--- config.mk ---
export PLATFORM = sky130hd
export DESIGN_NAME = dvfs_step_seq
export DESIGN_NICKNAME = d
export VERILOG_FILES = /design/src/rtl/dvfs_pkg.sv /design/src/rtl/dvfs_optable.sv /design/src/rtl/dvfs_clk_regs.sv /design/src/rtl/dvfs_seq_ctrl.sv /design/src/rtl/dvfs_step_seq.sv
export SDC_FILE = /design/constraint.sdc
export NUM_CORES = 1
export LEC_CHECK = 0
export BUFFER_PORTS_ARGS = -buffer_cell sky130_fd_sc_hd__buf_2
export CAP_MARGIN = 20
export CORE_MARGIN = 5
export CORE_UTILIZATION = 40
export CTS_CLUSTER_DIAMETER = 150
export DETAILED_ROUTE_END_ITERATION = 8
export GPL_TIMING_DRIVEN = 0
export SLEW_MARGIN = 0
export SYNTH_ARGS = -nofsm -noshare
export SYNTH_HDL_FRONTEND = slang
export SYNTH_SLANG_ARGS = --single-unit
--- constraint.sdc ---
create_clock -name clk -period 5.1 [get_ports clk]
set_input_delay 1.02 -clock clk [delete_from_list [all_inputs] [get_ports clk]]
set_output_delay 1.02 -clock clk [all_outputs]
set_load 0.05 [all_outputs]
--- src/rtl/dvfs_pkg.sv ---
package dvfs_pkg;
  localparam int NUM_PT = 4;
  localparam int PT_W   = 2;
  localparam int LOW_PT = 3;

  typedef enum logic [3:0] {
    S_IDLE,
    S_V_SET,
    S_V_ARM,
    S_V_WAIT,
    S_F_BYP,
    S_F_DIV,
    S_F_REL,
    S_F_WAIT,
    S_DONE
  } seq_st_e;

  function automatic int pt_core_mhz(input int p);
    case (p)
      0:       return 600;
      1:       return 528;
      2:       return 132;
      default: return 24;
    endcase
  endfunction

  function automatic int pt_bus_mhz(input int p);
    case (p)
      0:       return 150;
      1:       return 132;
      2:       return 66;
      default: return 12;
    endcase
  endfunction

  function automatic int pt_mv(input int p);
    case (p)
      0:       return 1275;
      1:       return 1150;
      2:       return 1150;
      default: return 950;
    endcase
  endfunction
endpackage

--- src/rtl/dvfs_optable.sv ---
module dvfs_optable
  import dvfs_pkg::*;
#(
  parameter int VW      = 6,
  parameter int DW      = 7,
  parameter int RW      = 3,
  parameter int MV_BASE = 800,
  parameter int MV_STEP = 25,
  parameter int REF_MHZ = 12
) (
  input  logic [PT_W-1:0] pt,
  output logic [VW-1:0]   vcode,
  output logic [DW-1:0]   div,
  output logic [RW-1:0]   ratio,
  output logic            is_rc
);
  logic [VW-1:0] vtab [NUM_PT];
  logic [DW-1:0] dtab [NUM_PT];
  logic [RW-1:0] rtab [NUM_PT];
  logic [NUM_PT-1:0] rctab;

  for (genvar g = 0; g < NUM_PT; g++) begin : g_pt
    localparam int VC = (pt_mv(g) - MV_BASE) / MV_STEP;
    localparam int DV = pt_core_mhz(g) / REF_MHZ;
    localparam int RT = pt_core_mhz(g) / pt_bus_mhz(g);
    assign vtab[g]  = VW'(VC);
    assign dtab[g]  = DW'(DV);
    assign rtab[g]  = RW'(RT);
    assign rctab[g] = (g == LOW_PT);
  end

  assign vcode = vtab[pt];
  assign div   = dtab[pt];
  assign ratio = rtab[pt];
  assign is_rc = rctab[pt];
endmodule

--- src/rtl/dvfs_clk_regs.sv ---
module dvfs_clk_regs #(
  parameter int VW        = 6,
  parameter int DW        = 7,
  parameter int RW        = 3,
  parameter int RST_V     = 19,
  parameter int RST_DIV   = 50,
  parameter int RST_RATIO = 4,
  parameter bit RST_RC    = 1'b0
) (
  input  logic          clk,
  input  logic          rst,
  input  logic          v_load,
  input  logic          byp_set,
  input  logic          div_load,
  input  logic          rc_load,
  input  logic          byp_clr,
  input  logic [VW-1:0] v_new,
  input  logic [DW-1:0] div_new,
  input  logic [RW-1:0] ratio_new,
  output logic [VW-1:0] vsel,
  output logic [DW-1:0] pll_div,
  output logic [RW-1:0] bus_ratio,
  output logic          pll_bypass,
  output logic          pll_en,
  output logic          osc_rc_sel
);
  always_ff @(posedge clk) begin
    if (rst) begin
      vsel       <= VW'(RST_V);
      pll_div    <= DW'(RST_DIV);
      bus_ratio  <= RW'(RST_RATIO);
      pll_bypass <= RST_RC;
      pll_en     <= !RST_RC;
      osc_rc_sel <= RST_RC;
    end else begin
      if (v_load) vsel <= v_new;
      if (byp_set) begin
        pll_bypass <= 1'b1;
        pll_en     <= 1'b1;
      end
      if (div_load) begin
        pll_div    <= div_new;
        bus_ratio  <= ratio_new;
        osc_rc_sel <= 1'b0;
      end
      if (rc_load) begin
        bus_ratio  <= ratio_new;
        osc_rc_sel <= 1'b1;
        pll_en     <= 1'b0;
      end
      if (byp_clr) pll_bypass <= 1'b0;
    end
  end
endmodule

--- src/rtl/dvfs_seq_ctrl.sv ---
module dvfs_seq_ctrl
  import dvfs_pkg::*;
#(
  parameter int VW       = 6,
  parameter int RESET_PT = 0
) (
  input  logic            clk,
  input  logic            rst,
  input  logic            start,
  input  logic [PT_W-1:0] target,
  input  logic            vgood,
  input  logic            div_busy,
  input  logic [VW-1:0]   nxt_vcode,
  input  logic [VW-1:0]   vsel,
  input  logic            nxt_is_rc,
  output logic [PT_W-1:0] lookup_pt,
  output logic            v_load,
  output logic            byp_set,
  output logic            div_load,
  output logic            rc_load,
  output logic            byp_clr,
  output logic            busy,
  output logic            done
);
  seq_st_e         st;
  logic [PT_W-1:0] cur_pt;
  logic [PT_W-1:0] tgt_pt;
  logic            up_q;
  logic            vsame_q;
  logic            go_up;
  logic            vsame;

  assign lookup_pt = (st == S_IDLE) ? target : tgt_pt;
  assign go_up     = (target < cur_pt);
  assign vsame     = (nxt_vcode == vsel);

  assign v_load   = (st == S_V_SET);
  assign byp_set  = (st == S_F_BYP);
  assign div_load = (st == S_F_DIV) && !nxt_is_rc;
  assign rc_load  = (st == S_F_DIV) && nxt_is_rc;
  assign byp_clr  = (st == S_F_REL);

  always_ff @(posedge clk) begin
    if (rst) begin
      st      <= S_IDLE;
      cur_pt  <= PT_W'(RESET_PT);
      tgt_pt  <= PT_W'(RESET_PT);
      up_q    <= 1'b0;
      vsame_q <= 1'b0;
      busy    <= 1'b0;
      done    <= 1'b0;
    end else begin
      done <= 1'b0;
      case (st)
        S_IDLE: begin
          if (start) begin
            if (target == cur_pt) begin
              done <= 1'b1;
            end else begin
              tgt_pt  <= target;
              up_q    <= go_up;
              vsame_q <= vsame;
              busy    <= 1'b1;
              st      <= (go_up && !vsame) ? S_V_SET : S_F_BYP;
            end
          end
        end
        S_V_SET: st <= S_V_ARM;
        S_V_ARM: st <= S_V_WAIT;
        S_V_WAIT: begin
          if (vgood) st <= up_q ? S_F_BYP : S_DONE;
        end
        S_F_BYP: st <= S_F_DIV;
        S_F_DIV: st <= nxt_is_rc ? S_F_WAIT : S_F_REL;
        S_F_REL: st <= S_F_WAIT;
        S_F_WAIT: begin
          if (!div_busy) st <= (up_q || vsame_q) ? S_DONE : S_V_SET;
        end
        S_DONE: begin
          busy   <= 1'b0;
          done   <= 1'b1;
          cur_pt <= tgt_pt;
          st     <= S_IDLE;
        end
        default: st <= S_IDLE;
      endcase
    end
  end
endmodule

--- src/rtl/dvfs_step_seq.sv ---
module dvfs_step_seq
  import dvfs_pkg::*;
#(
  parameter int VW       = 6,
  parameter int DW       = 7,
  parameter int RW       = 3,
  parameter int MV_BASE  = 800,
  parameter int MV_STEP  = 25,
  parameter int REF_MHZ  = 12,
  parameter int RESET_PT = 0
) (
  input  logic          clk,
  input  logic          rst,
  input  logic          start,
  input  logic [1:0]    target,
  input  logic          vgood,
  input  logic          div_busy,
  output logic          busy,
  output logic          done,
  output logic [VW-1:0] vsel,
  output logic [DW-1:0] pll_div,
  output logic [RW-1:0] bus_ratio,
  output logic          pll_bypass,
  output logic          pll_en,
  output logic          osc_rc_sel
);
  localparam int RST_V     = (pt_mv(RESET_PT) - MV_BASE) / MV_STEP;
  localparam int RST_DIV   = pt_core_mhz(RESET_PT) / REF_MHZ;
  localparam int RST_RATIO = pt_core_mhz(RESET_PT) / pt_bus_mhz(RESET_PT);
  localparam bit RST_RC    = (RESET_PT == LOW_PT);

  logic [PT_W-1:0] lookup_pt;
  logic [VW-1:0]   nxt_vcode;
  logic [DW-1:0]   nxt_div;
  logic [RW-1:0]   nxt_ratio;
  logic            nxt_is_rc;
  logic            v_load, byp_set, div_load, rc_load, byp_clr;

  dvfs_optable #(
    .VW(VW), .DW(DW), .RW(RW),
    .MV_BASE(MV_BASE), .MV_STEP(MV_STEP), .REF_MHZ(REF_MHZ)
  ) u_table (
    .pt(lookup_pt), .vcode(nxt_vcode), .div(nxt_div),
    .ratio(nxt_ratio), .is_rc(nxt_is_rc)
  );

  dvfs_seq_ctrl #(.VW(VW), .RESET_PT(RESET_PT)) u_ctrl (
    .clk(clk), .rst(rst), .start(start), .target(target),
    .vgood(vgood), .div_busy(div_busy),
    .nxt_vcode(nxt_vcode), .vsel(vsel), .nxt_is_rc(nxt_is_rc),
    .lookup_pt(lookup_pt), .v_load(v_load), .byp_set(byp_set),
    .div_load(div_load), .rc_load(rc_load), .byp_clr(byp_clr),
    .busy(busy), .done(done)
  );

  dvfs_clk_regs #(
    .VW(VW), .DW(DW), .RW(RW),
    .RST_V(RST_V), .RST_DIV(RST_DIV), .RST_RATIO(RST_RATIO), .RST_RC(RST_RC)
  ) u_regs (
    .clk(clk), .rst(rst),
    .v_load(v_load), .byp_set(byp_set), .div_load(div_load),
    .rc_load(rc_load), .byp_clr(byp_clr),
    .v_new(nxt_vcode), .div_new(nxt_div), .ratio_new(nxt_ratio),
    .vsel(vsel), .pll_div(pll_div), .bus_ratio(bus_ratio),
    .pll_bypass(pll_bypass), .pll_en(pll_en), .osc_rc_sel(osc_rc_sel)
  );
endmodule

* Yosys cells after proc, flatten, opt, wreduce, memory -nomap -nowiden
Index checks and enable logic that the tools add are counted.
** Operators by class
- Order comparisons :: 3
- Equality and inequality tests :: 14
- Muxes and demuxes :: 33
- Bitwise logic cells :: 2
- Reduce and logical (&&, ||, !) cells :: 14
** Operators by type and width (count)
- 4-bit one-hot mux with 8 select lines :: 1
- 4-bit two-way mux :: 6
- 4-bit by 3-bit == test with 1-bit output, second input constant :: 4
- 3-bit two-way mux :: 5
- 7-bit binary-select mux with 2-bit select :: 1
- 7-bit two-way mux :: 2
- 6-bit binary-select mux with 2-bit select :: 1
- 6-bit two-way mux :: 2
- 1-bit two-way mux :: 10
- 4-bit by 2-bit == test with 1-bit output, second input constant :: 2
- 2-bit != test, second input constant :: 4
- 3-bit binary-select mux with 2-bit select :: 1
- 6-bit == test :: 1
- 3-bit AND reduction :: 2
- 2-bit nonzero test :: 3
- 4-bit by 1-bit == test with 1-bit output, second input constant :: 1
- 4-bit == test, second input constant :: 1
- 4-bit zero test :: 1
- 1-bit one-hot mux with 2 select lines :: 2
- 4-bit AND reduction :: 1
- 3-bit >= comparator, second input constant :: 1
- 1-bit logical AND :: 3
- 2-bit by 3-bit less-than comparator with 1-bit output, second input constant :: 1
- 2-bit inverter with 3-bit output :: 1
- 8 further kinds :: 9
** Storage, ports and cells
- Register bits after elaboration :: 31
- Bits of input ports :: 7

* Longest topological paths before layout
- Depth in word-level cells :: 13
- Mapped depth :: 9
- Mapped depth without buffers :: 9

* Cells and area by module
A second synthesis with hierarchy kept.
** Second synthesis, totals
- Cells, all modules :: 181
- Area, all modules :: 1705.4 um2
** Modules (own cells, without submodules)
- dvfs_seq_ctrl :: times used 1, cells each 95, area each 848.3 um2
- dvfs_clk_regs :: times used 1, cells each 65, area each 691.9 um2
- dvfs_optable :: times used 1, cells each 21, area each 165.2 um2

* Worst setup path after synthesis
No wires, ideal clock.
- Kind :: input port to flip-flop
- Start point :: input port target[0]
- End point :: register u_ctrl.st[0]
- Library setup time :: 0.116 ns
- Arrival time :: 2.402 ns
- Path slack :: 2.581 ns
- Stages on the path :: 9
- Cells stage by stage :: inv_1 -> nor2_1 -> a21o_1 -> inv_1 -> ha_1 -> or3b_2 -> a21oi_1 -> o311a_1 -> o21ai_1
** On the way
- Cells in the longest elaborated chain, start to end :: 12
** RTL lines
- start: declaration :: RTL line dvfs_step_seq.sv:15 : input logic [1:0] target,
- 2-bit two-way mux :: RTL line dvfs_seq_ctrl.sv:33 : assign lookup_pt = (st == S_IDLE) ? target : tgt_pt;
- 2-bit inverter with 3-bit output (implied by the code) :: RTL line dvfs_optable.sv:32 : assign vcode = vtab[pt];
- 6-bit binary-select mux with 2-bit select :: RTL line dvfs_optable.sv:32
- 6-bit two-way mux (implied by the code) (2 in a row) :: RTL line dvfs_optable.sv:32
- 6-bit == test :: RTL line dvfs_seq_ctrl.sv:35 : assign vsame = (nxt_vcode == vsel);
- 1-bit zero test :: RTL line dvfs_seq_ctrl.sv:64 : st <= (go_up && !vsame) ? S_V_SET : S_F_BYP;
- 1-bit logical AND :: RTL line dvfs_seq_ctrl.sv:64
- 3-bit two-way mux :: RTL line dvfs_seq_ctrl.sv:64
- 4-bit two-way mux :: RTL line dvfs_seq_ctrl.sv:57 : if (target == cur_pt) begin
- 4-bit two-way mux :: RTL line dvfs_seq_ctrl.sv:56 : if (start) begin
- 4-bit one-hot mux with 8 select lines :: RTL line dvfs_seq_ctrl.sv:54 : case (st)
- end signal: assignment :: RTL line dvfs_seq_ctrl.sv:64
- end signal: assignment :: RTL line dvfs_seq_ctrl.sv:71 : if (vgood) st <= up_q ? S_F_BYP : S_DONE;
- end signal: assignment :: RTL line dvfs_seq_ctrl.sv:74 : S_F_DIV: st <= nxt_is_rc ? S_F_WAIT : S_F_REL;
- end: declaration :: RTL line dvfs_seq_ctrl.sv:25 : seq_st_e st;
Parallel ways exist; a longest one is shown, timed or not. The select of a mux whose other input is x is not followed.
A chain may end at the register's enable or synchronous reset.

* Worst setup path in the final report
- Start point :: register u_ctrl.st[3]
- End point :: register u_ctrl.st[0]
** On the way
- Cells in the longest elaborated chain, start to end :: 13
** RTL lines
- 4-bit zero test * :: RTL line dvfs_seq_ctrl.sv:33
- 2-bit two-way mux * :: RTL line dvfs_seq_ctrl.sv:33
- net lookup_pt[1] :: RTL line dvfs_step_seq.sv:32 : logic [PT_W-1:0] lookup_pt;
- 2-bit inverter with 3-bit output (implied by the code) :: RTL line dvfs_optable.sv:32
- 6-bit binary-select mux with 2-bit select :: RTL line dvfs_optable.sv:32
- 6-bit two-way mux (implied by the code) (2 in a row) :: RTL line dvfs_optable.sv:32
- 6-bit == test :: RTL line dvfs_seq_ctrl.sv:35
- 1-bit zero test :: RTL line dvfs_seq_ctrl.sv:64
- 1-bit logical AND :: RTL line dvfs_seq_ctrl.sv:64
- 3-bit two-way mux :: RTL line dvfs_seq_ctrl.sv:64
- 4-bit two-way mux :: RTL line dvfs_seq_ctrl.sv:57
- 4-bit two-way mux :: RTL line dvfs_seq_ctrl.sv:56
- 4-bit one-hot mux with 8 select lines * :: RTL line dvfs_seq_ctrl.sv:54
Mark *: on every way through the listed nets, which the timed path passes. The rest lies on a longest branch. The select of a mux whose other input is x is not followed.

==> impl_results.md <==
- Fmax: 360.8 MHz
- Multi-input gate area: 753.2 sq um
- Root buf cell: clkbuf_4
- CP peak stage delay: 510 ps
- # nets final: 197
- Slew margin rel.: 0.5813
- Worst path bufs/invs: 2
- # diodes: 0
- Worst Setup End Kind: flop
- Core Rows: 21
- DRT Pass-1 Iters: 4
- Tmin final: 2772 ps
- Drt wl/cell: ~12 um
- Grt ovf: 0
- Reg2reg start: u_ctrl.st[3]$_SDFFE_PP0P_
- Outcome: completed
- Seq pwr share: 0.312
- Clock Tree Buf Depth: 2
- Critical path's top delay family: compound AO/OA/AOI/OAI gates
- RSZ-0062 raised after global routing: no
- CTS H-tree lvls: 1
- DP Area: 1540 sq um
- CP required: approximately 5400 ps
- Switching power: 393.7 uW
- Clock share of power: 0.164
- Setup CP Type: reg -> reg
- Crit-path max FO: 10
- Leakage: 0.7026 nW
- Global-route wire length before repair: 4850 um
- Detail Route Antenna Nets: 0
- Num Clock Sinks: 26
- Post-Synthesis Cells: 154
- Unique cell type count in the Yosys netlist: 40
- Iter 0 DRT Violations: a little over 60
- Final HPWL DP: 2243 um
- Core area: 3311 sq um
- Combinational share of power: 0.524
- Final setup skew: 10.88 ps
- Die width: approximately 68 um
- Clock latency on the worst-skew pair: about 330 ps
- Pwr/cell area: approximately 560 nW/um^2
- GPL Wtd Cong: 0.8598
- Postcts setup bufs: 0
- CTS clk-pin slew, worst paths: 140 ps
- Reg area: 520.5 sq um
- Setup violations, final: 0
- Number of global-route vias before repair: 1092
- TritonCTS clock tree: yes
- Commonest non-fill, non-tap cell in the layout: dfxtp_1
- Slowest cell on crit path: mux2i_1
- Critical path launch point type: flop
- Hold Crit Class: reg -> reg
- Initial Util: 0.4123
- Port bufs: 22
- TNS Setup: 0 ps
- Layout cells sized above 1: 0.2363
- Ports: 28
- Slew @ Worst Pin: 626.4 ps
- Hold Buf Count CTS: 0
- Crit share post-route: 0.5435
- Synth Cell Area: 1365 sq um
- Fin. max-slew vios: 0
- GRT Overall Usage: 0.1369
- Max VDD drop: 0.3839 mV
- CTS buffer count: 3
- Crit path cell chain: buf_4 > nor4_4 > mux2i_1 > inv_1 > ha_1 > xor2_1 > a21oi_1 > o311a_1 > o21ai_1
- Die Y: 68.42 um
- # DRC: 0
- Sw frac: 0.4451
- Final Hold Fails: 0
- Finished Cell Area: ~1600 sq um
- Part of the Yosys area used for sequential elements: 0.3813
- Final Hold Slack: ~450 ps
- DR vias: 1110
- Hold_sp: u_regs.bus_ratio[2]$_SDFFE_PP1P_
- CP arrival: 3040 ps
- Commonest cells after routing, fill and taps aside: dfxtp_1, buf_2, nor2_1
- Internal power: around 490 uW
- Die area: 4681 sq um
- Routed WL: 2834 um
- Initial antenna violation count: 0
- Syn avg cell area: just under 9 sq um
- FF+latch count, synth: 26
- Ys Warns: 0
- Post-CTS sizing: 0
- Largest net degree at the start of global routing: 16
- Fill cell count: 349
- Worst Setup SP: u_ctrl.st[3]$_SDFFE_PP0P_
- Area growth syn-to-layout: 16.68%
- Vias/cell: 4.868
- Maximum capacitance violations: 0
-- final timing paths --
| check | endpoint | slack [ps] | depth (start not counted) |
|---|---|---|---|
| min reg2reg | u_regs.bus_ratio[2]$_SDFFE_PP1P_ | 450 | 2 |
| max reg2reg | u_ctrl.st[0]$_SDFFE_PP0P_ | 2330 | 9 |
| min | u_regs.bus_ratio[2]$_SDFFE_PP1P_ | 450 | 2 |
| max | u_ctrl.st[0]$_SDFFE_PP0P_ | 2330 | 9 |
-- synth_stat cells --
cell | instances | share of area
a211o_1 | 4 | 0.026
a211oi_1 | 2 | 0.011
a21o_1 | 2 | 0.011
a21oi_1 | 9 | 0.033
a31oi_1 | 2 | 0.0092
a41oi_1 | 1 | 0.0064
and2b_1 | 1 | 0.0055
and4bb_2 | 1 | 0.0092
buf_2 | 1 | 0.0037
buf_4 | 7 | 0.038
clkbuf_1 | 5 | 0.014
conb_1 | 2 | 0.0055
dfxtp_1 | 26 | 0.38
ha_1 | 7 | 0.064
inv_1 | 6 | 0.016
mux2i_1 | 8 | 0.059
nand2_1 | 15 | 0.041
nand2b_1 | 5 | 0.023
nand3_1 | 1 | 0.0037
nand3b_1 | 2 | 0.011
nand4bb_1 | 1 | 0.0082
nor2_1 | 19 | 0.052
nor2b_1 | 3 | 0.014
nor3_1 | 3 | 0.011
nor4_1 | 2 | 0.0092
nor4_2 | 1 | 0.0092
nor4_4 | 1 | 0.016
nor4b_2 | 2 | 0.022
o21a_1 | 2 | 0.011
o21ai_0 | 2 | 0.0073
o21ai_1 | 1 | 0.0037
o21ba_2 | 1 | 0.0073
o21bai_1 | 1 | 0.0055
o311a_1 | 1 | 0.0073
or2_2 | 1 | 0.0046
or3b_2 | 1 | 0.0064
or4_1 | 2 | 0.011
or4_4 | 1 | 0.0082
or4bb_1 | 1 | 0.0082
xor2_1 | 1 | 0.0064
-- flip-flops by register name (all words and copies together) (netlist names), 2 cells and up --
| signal | count |
|---|---|
| u_ctrl.cur_pt | 2 |
| u_ctrl.st | 4 |
| u_ctrl.tgt_pt | 2 |
| u_regs.bus_ratio | 2 |
| u_regs.pll_div | 6 |
| u_regs.vsel | 3 |
-- cell families (layout without fill, tap and decap cells) --
kind of cell    count (synthesis)  in the layout  share of synthesized area
flops                          26             26                     0.3813
buf+inv                        19             45                    0.07241
mux                             8              8                    0.05866
compound gates                 28             28                     0.1384
fa+ha+maj                       7              7                    0.06416
xor+xnor                        1              1                   0.006417
simple gates                   63             63                     0.2731
other cells                     2              4                   0.005502
-- power by group through the flow --
stage	Combinational, mW	Clock (mW)	Sequential, mW
after detailed placement	0.466	0	0.280
after CTS	0.468	0.148	0.276
after floorplan	0.309	0	0.342
after global placement	0.461	0	0.277
after global routing	0.516	0.158	0.283
final	0.464	0.145	0.276
-- worst min-delay path, stage by stage, from the launching register on --
cell	delay [ps]
dfxtp_1	340
nand2_1	50
nand2_1	40
-- final cells by class --
cell class / count / area share
multi-input combinational: 111 / 0.4729
sequential: 26 / 0.3268
timing repair buffer: 22 / 0.06913
buffer: 13 / 0.04792
tap: 46 / 0.03614
clock inverter: 1 / 0.01885
clock buffer: 3 / 0.01414
inverter: 6 / 0.01414
-- layer usage --
layer / wire length [um] / vias to the layer above / track usage / share of wire
li1: - / 583 / - / -
met1: 1319 / 506 / 0.1721 / 0.47
met2: 1385 / 19 / 0.2336 / 0.49
met3: 114 / 2 / 0.04269 / 0.040
met4: 14 / 0 / 0.01737 / 0.0049
met5: 0 / - / 0 / 0
-- through the flow --
| step | util | power [mW] | worst slack, ps | instances |
|---|---|---|---|---|
| 2_1_floorplan | - | 0.6515 | 2581 | 156 |
| 3_3_place_gp | 0.4652 | 0.7389 | 2185 | 224 |
| 3_5_place_dp | 0.4652 | 0.7460 | 2156 | 224 |
| 4_1_cts | 0.4811 | 0.8916 | 2275 | 228 |
| 5_1_grt | 0.4811 | 0.9563 | 2103 | 228 |
| 6_report | 0.4811 | 0.8844 | 2328 | 228 |
Power figures use the tool's default switching activity.
